===== config.mk =====
export PLATFORM = sky130hd
export DESIGN_NAME = stride_addr_gen
export DESIGN_NICKNAME = d
export VERILOG_FILES = /design/src/rtl/sag_pkg.sv /design/src/rtl/sag_beat_count.sv /design/src/rtl/sag_addr_lane.sv /design/src/rtl/stride_addr_gen.sv
export SDC_FILE = /design/constraint.sdc
export NUM_CORES = 1
export LEC_CHECK = 0
export BUFFER_PORTS_ARGS = -buffer_cell sky130_fd_sc_hd__buf_2
export CAP_MARGIN = 15
export CORE_MARGIN = 2
export CORE_UTILIZATION = 40
export CTS_BUF_LIST = sky130_fd_sc_hd__clkbuf_8
export CTS_CLUSTER_DIAMETER = 120
export DETAILED_ROUTE_END_ITERATION = 8
export PLACE_DENSITY = 0.63
export SYNTH_ARGS = -nofsm -noshare
export SYNTH_HDL_FRONTEND = slang
export SYNTH_HIERARCHICAL = 1
export SYNTH_SLANG_ARGS = --single-unit

===== constraint.sdc =====
create_clock -name clk -period 5.3 [get_ports clk]
set_input_delay 0.53 -clock clk [delete_from_list [all_inputs] [get_ports clk]]
set_output_delay 0.53 -clock clk [all_outputs]
set_load 0.03 [all_outputs]

===== src/rtl/sag_pkg.sv =====
package sag_pkg;

    typedef enum logic [1:0] {
        SG_IDLE = 2'd0,
        SG_BEAT = 2'd1,
        SG_GAP  = 2'd2
    } sag_state_e;

    typedef struct packed {
        sag_state_e state;
        logic       done;
    } sag_ctrl_t;

endpackage


===== src/rtl/sag_beat_count.sv =====
module sag_beat_count #(
    parameter int SIZE_W     = 16,
    parameter int WORD_BYTES = 4
) (
    input  logic              clk,
    input  logic              rst_n,
    input  logic              load,
    input  logic [SIZE_W-1:0] size_in,
    input  logic [SIZE_W-1:0] chunk_in,
    input  logic              take,
    output logic              last_xfer,
    output logic              last_chunk,
    output logic              chunk_on
);
    localparam logic [SIZE_W-1:0] WB = SIZE_W'(WORD_BYTES);

    typedef struct packed {
        logic [SIZE_W-1:0] rem;
        logic [SIZE_W-1:0] crem;
        logic [SIZE_W-1:0] chunk;
    } cnt_t;

    cnt_t cnt_d, cnt_q;

    assign last_xfer  = (cnt_q.rem <= WB);
    assign last_chunk = (cnt_q.crem <= WB);
    assign chunk_on   = (cnt_q.chunk != '0);

    always_comb begin
        cnt_d = cnt_q;
        if (load) begin
            cnt_d.rem   = size_in;
            cnt_d.crem  = chunk_in;
            cnt_d.chunk = chunk_in;
        end else if (take) begin
            if (!last_xfer) begin
                cnt_d.rem = cnt_q.rem - WB;
            end
            if (chunk_on) begin
                cnt_d.crem = last_chunk ? cnt_q.chunk : (cnt_q.crem - WB);
            end
        end
    end

    always_ff @(posedge clk or negedge rst_n) begin
        if (!rst_n) begin
            cnt_q <= '0;
        end else begin
            cnt_q <= cnt_d;
        end
    end
endmodule


===== src/rtl/sag_addr_lane.sv =====
module sag_addr_lane #(
    parameter int ADDR_W     = 32,
    parameter int WORD_BYTES = 4
) (
    input  logic              clk,
    input  logic              rst_n,
    input  logic              load,
    input  logic [ADDR_W-1:0] base_in,
    input  logic [ADDR_W-1:0] skip_in,
    input  logic              inc_in,
    input  logic              step,
    input  logic              skip_now,
    output logic [ADDR_W-1:0] addr
);
    localparam logic [ADDR_W-1:0] STEP = ADDR_W'(WORD_BYTES);

    typedef struct packed {
        logic [ADDR_W-1:0] addr;
        logic [ADDR_W-1:0] skip;
        logic              inc;
    } lane_t;

    lane_t ln_d, ln_q;

    assign addr = ln_q.addr;

    always_comb begin
        ln_d = ln_q;
        if (load) begin
            ln_d.addr = base_in;
            ln_d.skip = skip_in;
            ln_d.inc  = inc_in;
        end else if (ln_q.inc) begin
            if (step) begin
                ln_d.addr = ln_q.addr + STEP;
            end else if (skip_now) begin
                ln_d.addr = ln_q.addr + ln_q.skip;
            end
        end
    end

    always_ff @(posedge clk or negedge rst_n) begin
        if (!rst_n) begin
            ln_q <= '0;
        end else begin
            ln_q <= ln_d;
        end
    end
endmodule


===== src/rtl/stride_addr_gen.sv =====
module stride_addr_gen
    import sag_pkg::*;
#(
    parameter int ADDR_W     = 32,
    parameter int SIZE_W     = 16,
    parameter int WORD_BYTES = 4
) (
    input  logic              clk,
    input  logic              rst_n,
    input  logic              start,
    input  logic [ADDR_W-1:0] src_base,
    input  logic [ADDR_W-1:0] dst_base,
    input  logic [SIZE_W-1:0] xfer_bytes,
    input  logic [SIZE_W-1:0] chunk_bytes,
    input  logic [ADDR_W-1:0] src_skip,
    input  logic [ADDR_W-1:0] dst_skip,
    input  logic              src_inc,
    input  logic              dst_inc,
    input  logic              adv,
    output logic              busy,
    output logic              beat_valid,
    output logic [ADDR_W-1:0] src_addr,
    output logic [ADDR_W-1:0] dst_addr,
    output logic              last_beat,
    output logic              done
);
    localparam int NUM_LANES = 2;

    sag_ctrl_t ctl_d, ctl_q;

    logic start_acc, size_zero, take, gap_go;
    logic last_xfer, last_chunk, chunk_on;

    logic [NUM_LANES-1:0][ADDR_W-1:0] lane_base, lane_skip, lane_addr;
    logic [NUM_LANES-1:0]             lane_inc;

    assign start_acc  = start && (ctl_q.state == SG_IDLE);
    assign size_zero  = (xfer_bytes == '0);
    assign beat_valid = (ctl_q.state == SG_BEAT);
    assign busy       = (ctl_q.state != SG_IDLE);
    assign take       = beat_valid && adv;
    assign gap_go     = take && !last_xfer && chunk_on && last_chunk;
    assign last_beat  = beat_valid && last_xfer;
    assign done       = ctl_q.done;

    assign lane_base = {dst_base, src_base};
    assign lane_skip = {dst_skip, src_skip};
    assign lane_inc  = {dst_inc, src_inc};
    assign src_addr  = lane_addr[0];
    assign dst_addr  = lane_addr[1];

    always_comb begin
        ctl_d      = ctl_q;
        ctl_d.done = 1'b0;
        unique case (ctl_q.state)
            SG_IDLE: begin
                if (start_acc) begin
                    if (size_zero) ctl_d.done  = 1'b1;
                    else           ctl_d.state = SG_BEAT;
                end
            end
            SG_BEAT: begin
                if (take && last_xfer) begin
                    ctl_d.state = SG_IDLE;
                    ctl_d.done  = 1'b1;
                end else if (gap_go) begin
                    ctl_d.state = SG_GAP;
                end
            end
            SG_GAP: begin
                ctl_d.state = SG_BEAT;
            end
            default: begin
                ctl_d.state = SG_IDLE;
            end
        endcase
    end

    always_ff @(posedge clk or negedge rst_n) begin
        if (!rst_n) begin
            ctl_q <= '{state: SG_IDLE, done: 1'b0};
        end else begin
            ctl_q <= ctl_d;
        end
    end

    sag_beat_count #(
        .SIZE_W    (SIZE_W),
        .WORD_BYTES(WORD_BYTES)
    ) u_count (
        .clk       (clk),
        .rst_n     (rst_n),
        .load      (start_acc),
        .size_in   (xfer_bytes),
        .chunk_in  (chunk_bytes),
        .take      (take),
        .last_xfer (last_xfer),
        .last_chunk(last_chunk),
        .chunk_on  (chunk_on)
    );

    for (genvar g = 0; g < NUM_LANES; g++) begin : g_lane
        sag_addr_lane #(
            .ADDR_W    (ADDR_W),
            .WORD_BYTES(WORD_BYTES)
        ) u_lane (
            .clk     (clk),
            .rst_n   (rst_n),
            .load    (start_acc),
            .base_in (lane_base[g]),
            .skip_in (lane_skip[g]),
            .inc_in  (lane_inc[g]),
            .step    (take),
            .skip_now(ctl_q.state == SG_GAP),
            .addr    (lane_addr[g])
        );
    end
endmodule


==> results summary, run 1 <==
The flow ran to the end, and the final reports show no timing, DRC or antenna violations. The final count of pins violating max slew is 0. Sorting the synthesized cells by area gives the leading types as sky130_fd_sc_hd__dfrtp_1 (33%), sky130_fd_sc_hd__mux2_2 (6.3%), sky130_fd_sc_hd__ha_1 (6.1%). The post-cts sizing count is 0. The clock-pin transition on the worst setup and hold timing paths is roughly 100 ps. The worst setup skew after layout came out at 24.7 ps. The post-route core utilization is roughly 44%. Of all nets on the critical path, the largest fanout is 10. Synthesis handed over a netlist of about 1,600 instances. CTS built an H-tree with a depth of 4. The height of the die is around 190 um. The category of the most critical setup path is flop to output port. The synthesized netlist net count came out at roughly 1,800. Timing would allow up to about 0.3 GHz.

The number of sinks on the clock net came out at around 180. The clock period minus final worst setup slack came out at approximately 3400 ps. At the worst endpoint, the required time is 4770 ps. The worst-case clock buffer depth came out at 2. The normalized max-slew margin is ~22%. The netlist area before placement is about 0.014 mm2. The worst min-delay path class is input pin to asynchronous set/reset pin. The global route total overflow is 0. The total of buffers placed on input and output ports came out at between 200 and 250.

The ratio of routed vias to standard cells came out at between 5 and 6. Setup repair after global routing left no endpoint under its margin. Walking the worst path, the cells encountered are or4_4, or4_4, nor3_2, and2_1, buf_2. In this run the top signal layer used is met4. The maximum number of pins on one net before global-route repair is ~200. STA classifies the critical path endpoint as an output port. The internal cell power came out at between 5 and 6 mW.

The first global-routing pass estimated about 65 mm of wire. The total of flip-flops plus latches after synthesis is between 150 and 200. For this run, the number of Yosys warnings is 6. The DRC violation count after routing is 0.

The dominant cell type by area after synthesis is sky130_fd_sc_hd__dfrtp_1. Wires add up to approximately 42 mm. The remaining antenna violation count came out at 0. Counting distinct cell types in the post-synthesis netlist gives between 100 and 150. Clock latency on the worst-skew pair, taken at its later pin, is 520 ps. The number of I/O pins is around 230. The power share of the clock group came out at under 10%. The placeable core region came out at around 0.034 mm2. The worst setup path is launched from a flop. The slowest stage of the critical path is the sky130_fd_sc_hd__or4_4 cell. The initial antenna violation count came out at 5. The number of fill cells came out at between 3,000 and 4,000.

In this run the critical register-to-register path is launched from ctl_q[1]. Of the total power, combinational logic draws ~64%. For this design the total switching power over the nets is ~5.6 mW. The routed wire length on met2 came out at between 15 and 20 mm.

TritonCTS built the clock tree. Counting the buffers created by CTS gives 17. The area growth from synthesis to layout is 9.73%. The async set or reset register ratio after synthesis is 100%. The detailed-routing wirelength on met1 is roughly 18 mm.

Net switching is 51.5% of the power. The die outline area is 0.0362 mm2. The post-route netlist has 23.5% of its cells at a drive strength greater than 1. Setup violations remaining at the end of the flow were counted as 0.

The portion of total power attributed to sequential cells came out at between 20% and 30%. The endpoint identified for the worst register-to-register timing path is g_lane[1].u_lane/addr[30]. The overall via count from detail_route came out at 12,700. The static leakage is between 6 and 7 nW. The number of buffers and inverters on the critical path is 1. The period utilization is between 60% and 70%. In this run, synthesis inferred 0 flip-flops with an integrated enable. For the worst setup path, the data arrival time is ~2900 ps. The most numerous cell on the critical path is sky130_fd_sc_hd__or4_4. From left edge to right edge, the die measures 190 um. Adding up every negative setup slack in the final design gives 0 ps. In the layout the commonest cells are sky130_fd_sc_hd__buf_2 (232), sky130_fd_sc_hd__dfrtp_1 (181), sky130_fd_sc_hd__nand2_1 (150), sky130_fd_sc_hd__a21oi_1 (125), sky130_fd_sc_hd__o21ai_0 (115). The worst register-to-register path has a setup slack of roughly 1900 ps. The weighted congestion at the end of routability-driven global placement came out at 0.907. The total track usage came out at 22.8%.

The slew at the pin with the worst max-slew slack came out at ~1200 ps. The final count of hold timing violations is 0. The design draws roughly 11 mW. The number of hold buffers added after CTS is 0. The critical path crosses 5 cells after its start point. Following the worst setup path forward leads to its endpoint at last_beat. The number of global-route vias before repair came to approximately 12,000. For the worst flop-to-flop path, the logic depth is 9. The most used flip-flop cell after synthesis is sky130_fd_sc_hd__dfrtp_1. The largest voltage drop on the vdd net is about 0.34 mV. The detailed-routing iteration count for the pre-antenna-repair pass is 5. The layout net count is 1,935. The power density of the placed cells is roughly 700 mW/mm2. The average size of a mapped cell is 8.82 um2. The launching instance or port of the critical path is u_count/cnt_q[43]. The max capacitance violation total is 0. The library cell used most frequently in the layout, excluding fill and tap cells, is sky130_fd_sc_hd__buf_2. The detail-routed net length per standard cell is roughly 19 um. The effective utilization at floorplan is 40.4%. The share of Yosys cell area claimed by the top area cell type is about a third. The worst stage delay on the critical path came out at roughly 560 ps. The total number of placement rows is 68. In this design, the largest share of critical-path delay is due to simple AND/OR/NAND/NOR gates. The cell sitting at the root of the clock tree is a sky130_fd_sc_hd__clkbuf_8. The first routing iteration left 924 violations. The sequential share of the synthesized area came out at 32.6%. The HPWL reported at the end of detailed placement is 31.2 mm. In this run the post-CTS setup repair buffer count came out at 0. After detailed routing, the met3 layer carries between 2 and 3 mm of wire.
==> cells in the mapped netlist, types with 38 or more instances <==
library cell	number
sky130_fd_sc_hd__a21oi_1	125
sky130_fd_sc_hd__buf_4	64
sky130_fd_sc_hd__clkbuf_1	46
sky130_fd_sc_hd__dfrtp_1	181
sky130_fd_sc_hd__ha_1	68
sky130_fd_sc_hd__inv_1	50
sky130_fd_sc_hd__mux2_2	78
sky130_fd_sc_hd__nand2_1	150
sky130_fd_sc_hd__nand3_1	44
sky130_fd_sc_hd__nor2_1	92
sky130_fd_sc_hd__o21ai_0	116
sky130_fd_sc_hd__xnor2_1	38
==> worst reg2reg max path, cell delays in order, from the launching register on <==
cell and delay [ps]:
sky130_fd_sc_hd__dfrtp_1 450, sky130_fd_sc_hd__and2b_1 230, sky130_fd_sc_hd__and2_2 410, sky130_fd_sc_hd__o21a_1 530
sky130_fd_sc_hd__nor2_1 790, sky130_fd_sc_hd__nor2_1 270, sky130_fd_sc_hd__nand2_1 160, sky130_fd_sc_hd__nor3_1 50
sky130_fd_sc_hd__a221oi_1 210, sky130_fd_sc_hd__o21ai_0 130
==> power groups by stage <==
stage / Combinational, mW / Clock [mW] / Sequential [mW]
floorplan: 5.83 / 0 / 2.59
global placement: 6.77 / 0 / 2.90
detailed placement: 6.87 / 0 / 2.92
CTS: 6.91 / 0.997 / 2.89
global route: 7.66 / 1.05 / 3.01
finish: 6.96 / 0.961 / 2.90
==> area by class of cell <==
cell class                      count  area (um2)  area share (%)
Inverter                           50         188            1.23
Antenna cell                        5        12.5          0.0822
Multi-Input combinational cell   1204        8270            54.3
Clock buffer                       18         248            1.63
Sequential cell                   181        4530            29.7
Tap cell                          455         569            3.74
Timing Repair Buffer              245        1280            8.39
Clock inverter                     14         133           0.871
==> worst min-delay path by stage <==
stage                                        start                       end  slack [ps]  cells after the start
after floorplan                              rst_n                  ctl_q[1]         230                      0
after global placement           u_count/cnt_q[32]         u_count/cnt_q[32]         500                      1
after detailed placement  g_lane[0].u_lane/ln_q[0]  g_lane[0].u_lane/ln_q[0]         500                      1
after CTS                                    rst_n  g_lane[0].u_lane/ln_q[4]         100                      1
after global routing                         rst_n  g_lane[0].u_lane/ln_q[9]         130                      1
final                                        rst_n  g_lane[0].u_lane/ln_q[9]          90                      1
==> flip-flops by register name (all words and copies together), names as in the netlist <==
name	count
g_lane.u_lane/ln_q	66
g_lane.u_lane/addr	64
u_count/cnt_q	48
ctl_q	2
done	1
==> per-stage QoR <==
step,worst slack (ps),hold slack (ps),cell area [um2],cells
6_report,1880,87.4,15200,2172
3_3_place_gp,2100,495,14800,2135
2_1_floorplan,2590,234,13900,1573
5_1_grt,1540,135,15200,2169
4_1_cts,1860,104,15200,2167
3_5_place_dp,2040,498,14800,2135
==> cells by family (layout without fill, tap and decap cells) <==
group	Yosys count	in the layout	share of synthesized area [%]
other cells	0	5	0
buf+inv	188	327	7.81
simple gates	481	481	17.7
flops	181	181	32.6
mux	97	97	7.74
compound gates	484	484	23.1
xor+xnor	72	72	4.54
fa+ha+maj	70	70	6.42
==> per-layer routing <==
layer	up-vias	track usage [%]
li1	6038	-
met1	6139	30.4
met2	466	37.1
met3	61	4.47
met4	0	7.69
met5	-	0
Note: power is estimated with default switching activity, not from simulation.
==> run 2: changes to the inputs <==
PLACE_DENSITY = 0.65   (was 0.63)
clock period = 2.7 ns   (was 5.3 ns; I/O delays follow)
==> results summary, run 2 (synthesized netlist as in run 1, its figures left out) <==
After floorplanning, the core was divided into a little under 70 placement rows. Dividing the detail-routed wire length by the instance count gives between 15 and 20 um. Setup repair after global routing could not meet its margin everywhere. The worst min-delay path class is input pin to flop. The tree is rooted in a sky130_fd_sc_hd__clkbuf_8. The worst setup skew after layout is 16.8 ps. The area growth from synthesis to layout came out at 27.5%. The layout net count came out at 2,187. The number of global-route vias before repair came to around 13,000.

Across the whole layout, storage elements account for 0.00453 mm2. The clock period minus final worst setup slack is about 2700 ps. The final reports fail on setup timing. The height of the die came out at 190 um. The worst setup path is of the flop to output port kind. The worst-case setup margin in the final layout is -23.5 ps. The data required time of the critical path came out at around 2400 ps. The normalized max-slew margin is 56.7%. The ratio of routed vias to standard cells is roughly 5.7.

The clock network latency to the later pin of the worst-skew pair came out at approximately 500 ps. The pre-CTS setup slack is -135 ps. In the layout the commonest cells are sky130_fd_sc_hd__buf_2 (231), sky130_fd_sc_hd__dfrtp_1 (181), sky130_fd_sc_hd__buf_4 (152), sky130_fd_sc_hd__nand2_1 (149), sky130_fd_sc_hd__a21oi_1 (118). The largest voltage drop on the vdd net is 0.718 mV. The arrival time at the worst endpoint came out at approximately 2500 ps. The clock-pin transition on the worst setup and hold timing paths is about 100 ps. The worst-case clock buffer depth came out at 2. The overall via count from detail_route is 13,700. The power density of the placed cells came out at 1350 mW/mm2.

The slew at the pin with the worst max-slew slack is around 650 ps. The origin of the worst min-delay path is src_skip[6]. The library cell used most frequently in the layout, excluding fill and tap cells, is sky130_fd_sc_hd__buf_2.

The initial antenna violation count came out at 3. Derived from the worst setup path, the maximum achievable clock frequency is around 0.37 GHz. The total of buffers placed on input and output ports came out at about 230. The violation count after the first detailed-route iteration came out at between 1,000 and 1,500.

The largest register by flop count is g_lane.u_lane/ln_q. The maximum fanout encountered on the critical timing path came out at 4. The effective utilization at floorplan came out at approximately two fifths. The weighted congestion at the end of routability-driven global placement came out at about 0.95. After filler insertion, the fill cell instance count of the layout stands at ~3,200. The static leakage came out at slightly below 8 nW. The CTS H-tree depth is 4.

The number of sinks on the clock net is between 150 and 200. The period utilization is 101%. The register with the most flip-flops in the layout has 66 of them.

The total track usage came out at roughly 25%. The global route total overflow is 0. The overall power of the completed layout came out at ~24 mW.

The first global-routing pass estimated between 70 and 80 mm of wire. The setup violation total in the final timing report came out at 1. The final wirelength came out at 46.0 mm. The flow ran to the end, but the final reports show violations. The max capacitance violation total is 0. The reg-to-reg startpoint is g_lane[1].u_lane/addr[2].

The kind of end point of the critical path is an output port. The final count of pins violating max slew is 0. In this run the worst setup path begins at u_count/cnt_q[41]. The DRC violation count after routing came out at 0.

The placeable core region is roughly 0.034 mm2. In this run the count of I/O pins placed on the die edge is 234. In this run, CTS created clock tree buffers numbering 17. The worst setup path is launched from a flop. The area of the multi-input gates is roughly 0.0086 mm2.

The maximum number of pins on one net before global-route repair came out at 110. The die is around 190 um wide. The remaining antenna violation count is 0. The die outline area came out at between 0.03 and 0.04 mm2. The final count of hold timing violations was 0. The first detailed-routing pass took 5 iterations.

Of the cells placed in the final design, the portion with a size suffix greater than 1 is 29.8%. TritonCTS built the clock tree. The HPWL reported at the end of detailed placement came out at 34.3 mm.
-- run 2: cell count changes in the layout (fill, tap and decap cells not counted), sizes merged --
cell / before / now
buf: 244 / 388
dlygate4sd3: 0 / 108
diode: 5 / 2
clkinv: 5 / 3
clkinvlp: 1 / 3
clkbuf: 19 / 18
inv: 58 / 59
-- run 2: power breakdown --
group          internal, mW  total, mW  switching, mW
Combinational          7.37       16.8           9.44
Sequential             4.03       5.22           1.19
Clock                 0.675       1.84           1.17
Total                  12.1       23.9           11.8
-- run 2: worst paths after layout --
path                       slack [ps]                         to  cells after the start
setup reg to reg                   90  g_lane[1].u_lane/addr[31]                     10
setup / recovery                  -20                  last_beat                      6
min in group asynchronous         320  g_lane[0].u_lane/addr[17]                      2
hold reg to reg                   510   g_lane[0].u_lane/ln_q[0]                      1
max in group asynchronous        1540  g_lane[0].u_lane/ln_q[24]                      3
hold / removal                     30   g_lane[0].u_lane/ln_q[7]                      2
-- run 2: per-stage QoR --
step           instance area (um2)  hold slack [ps]  instances  util [%]  TNS [ps]
3_5_place_dp                 15900              278       2269      46.2      -353
5_1_grt                      17700             1.87       2421      51.5      -190
3_3_place_gp                 15900              271       2269      46.2     -31.0
4_1_cts                      17400            0.568       2413      50.6     -82.0
2_1_floorplan                13900            -25.6       1573         -         0
6_report                     17700             31.0       2421      51.5     -23.5
-- run 2: area by class of cell --
cell class | count | area share, %
inverters | 50 | 1.06
clock inverters | 15 | 0.750
flip-flops and latches | 181 | 25.6
repair buffers | 497 | 19.6
diodes | 2 | 0.0283
clock buffers | 17 | 1.32
well taps | 455 | 3.22
multi-input cells | 1204 | 48.4
-- run 2: worst max-delay path, cell delays in order (launching register included) --
cell	delay (ps)
sky130_fd_sc_hd__dfrtp_1	400
sky130_fd_sc_hd__or4_4	550
sky130_fd_sc_hd__or4_4	450
sky130_fd_sc_hd__nor3_4	140
sky130_fd_sc_hd__buf_6	130
sky130_fd_sc_hd__and2_4	150
sky130_fd_sc_hd__buf_6	130
-- run 2: routing by layer --
layer | share of wire (%) | up-vias | routed length [um] | GRT usage, %
met5 | 0.028 | - | 13 | 0
met4 | 2.1 | 2 | 947 | 7.57
met3 | 6.4 | 54 | 2960 | 4.45
met2 | 47 | 515 | 21600 | 41.5
met1 | 44 | 6611 | 20400 | 33.5
li1 | - | 6512 | - | -
-- run 2: repair_timing --
action / CTS / global route
endpoints found under the setup margin: 12 / 35
hold endpoints to repair: 167 / 0
gates resized for setup: 11 / 48
buffers inserted: 4 / 6
pin swaps: 6 / 16
hold buffers: 108 / 0
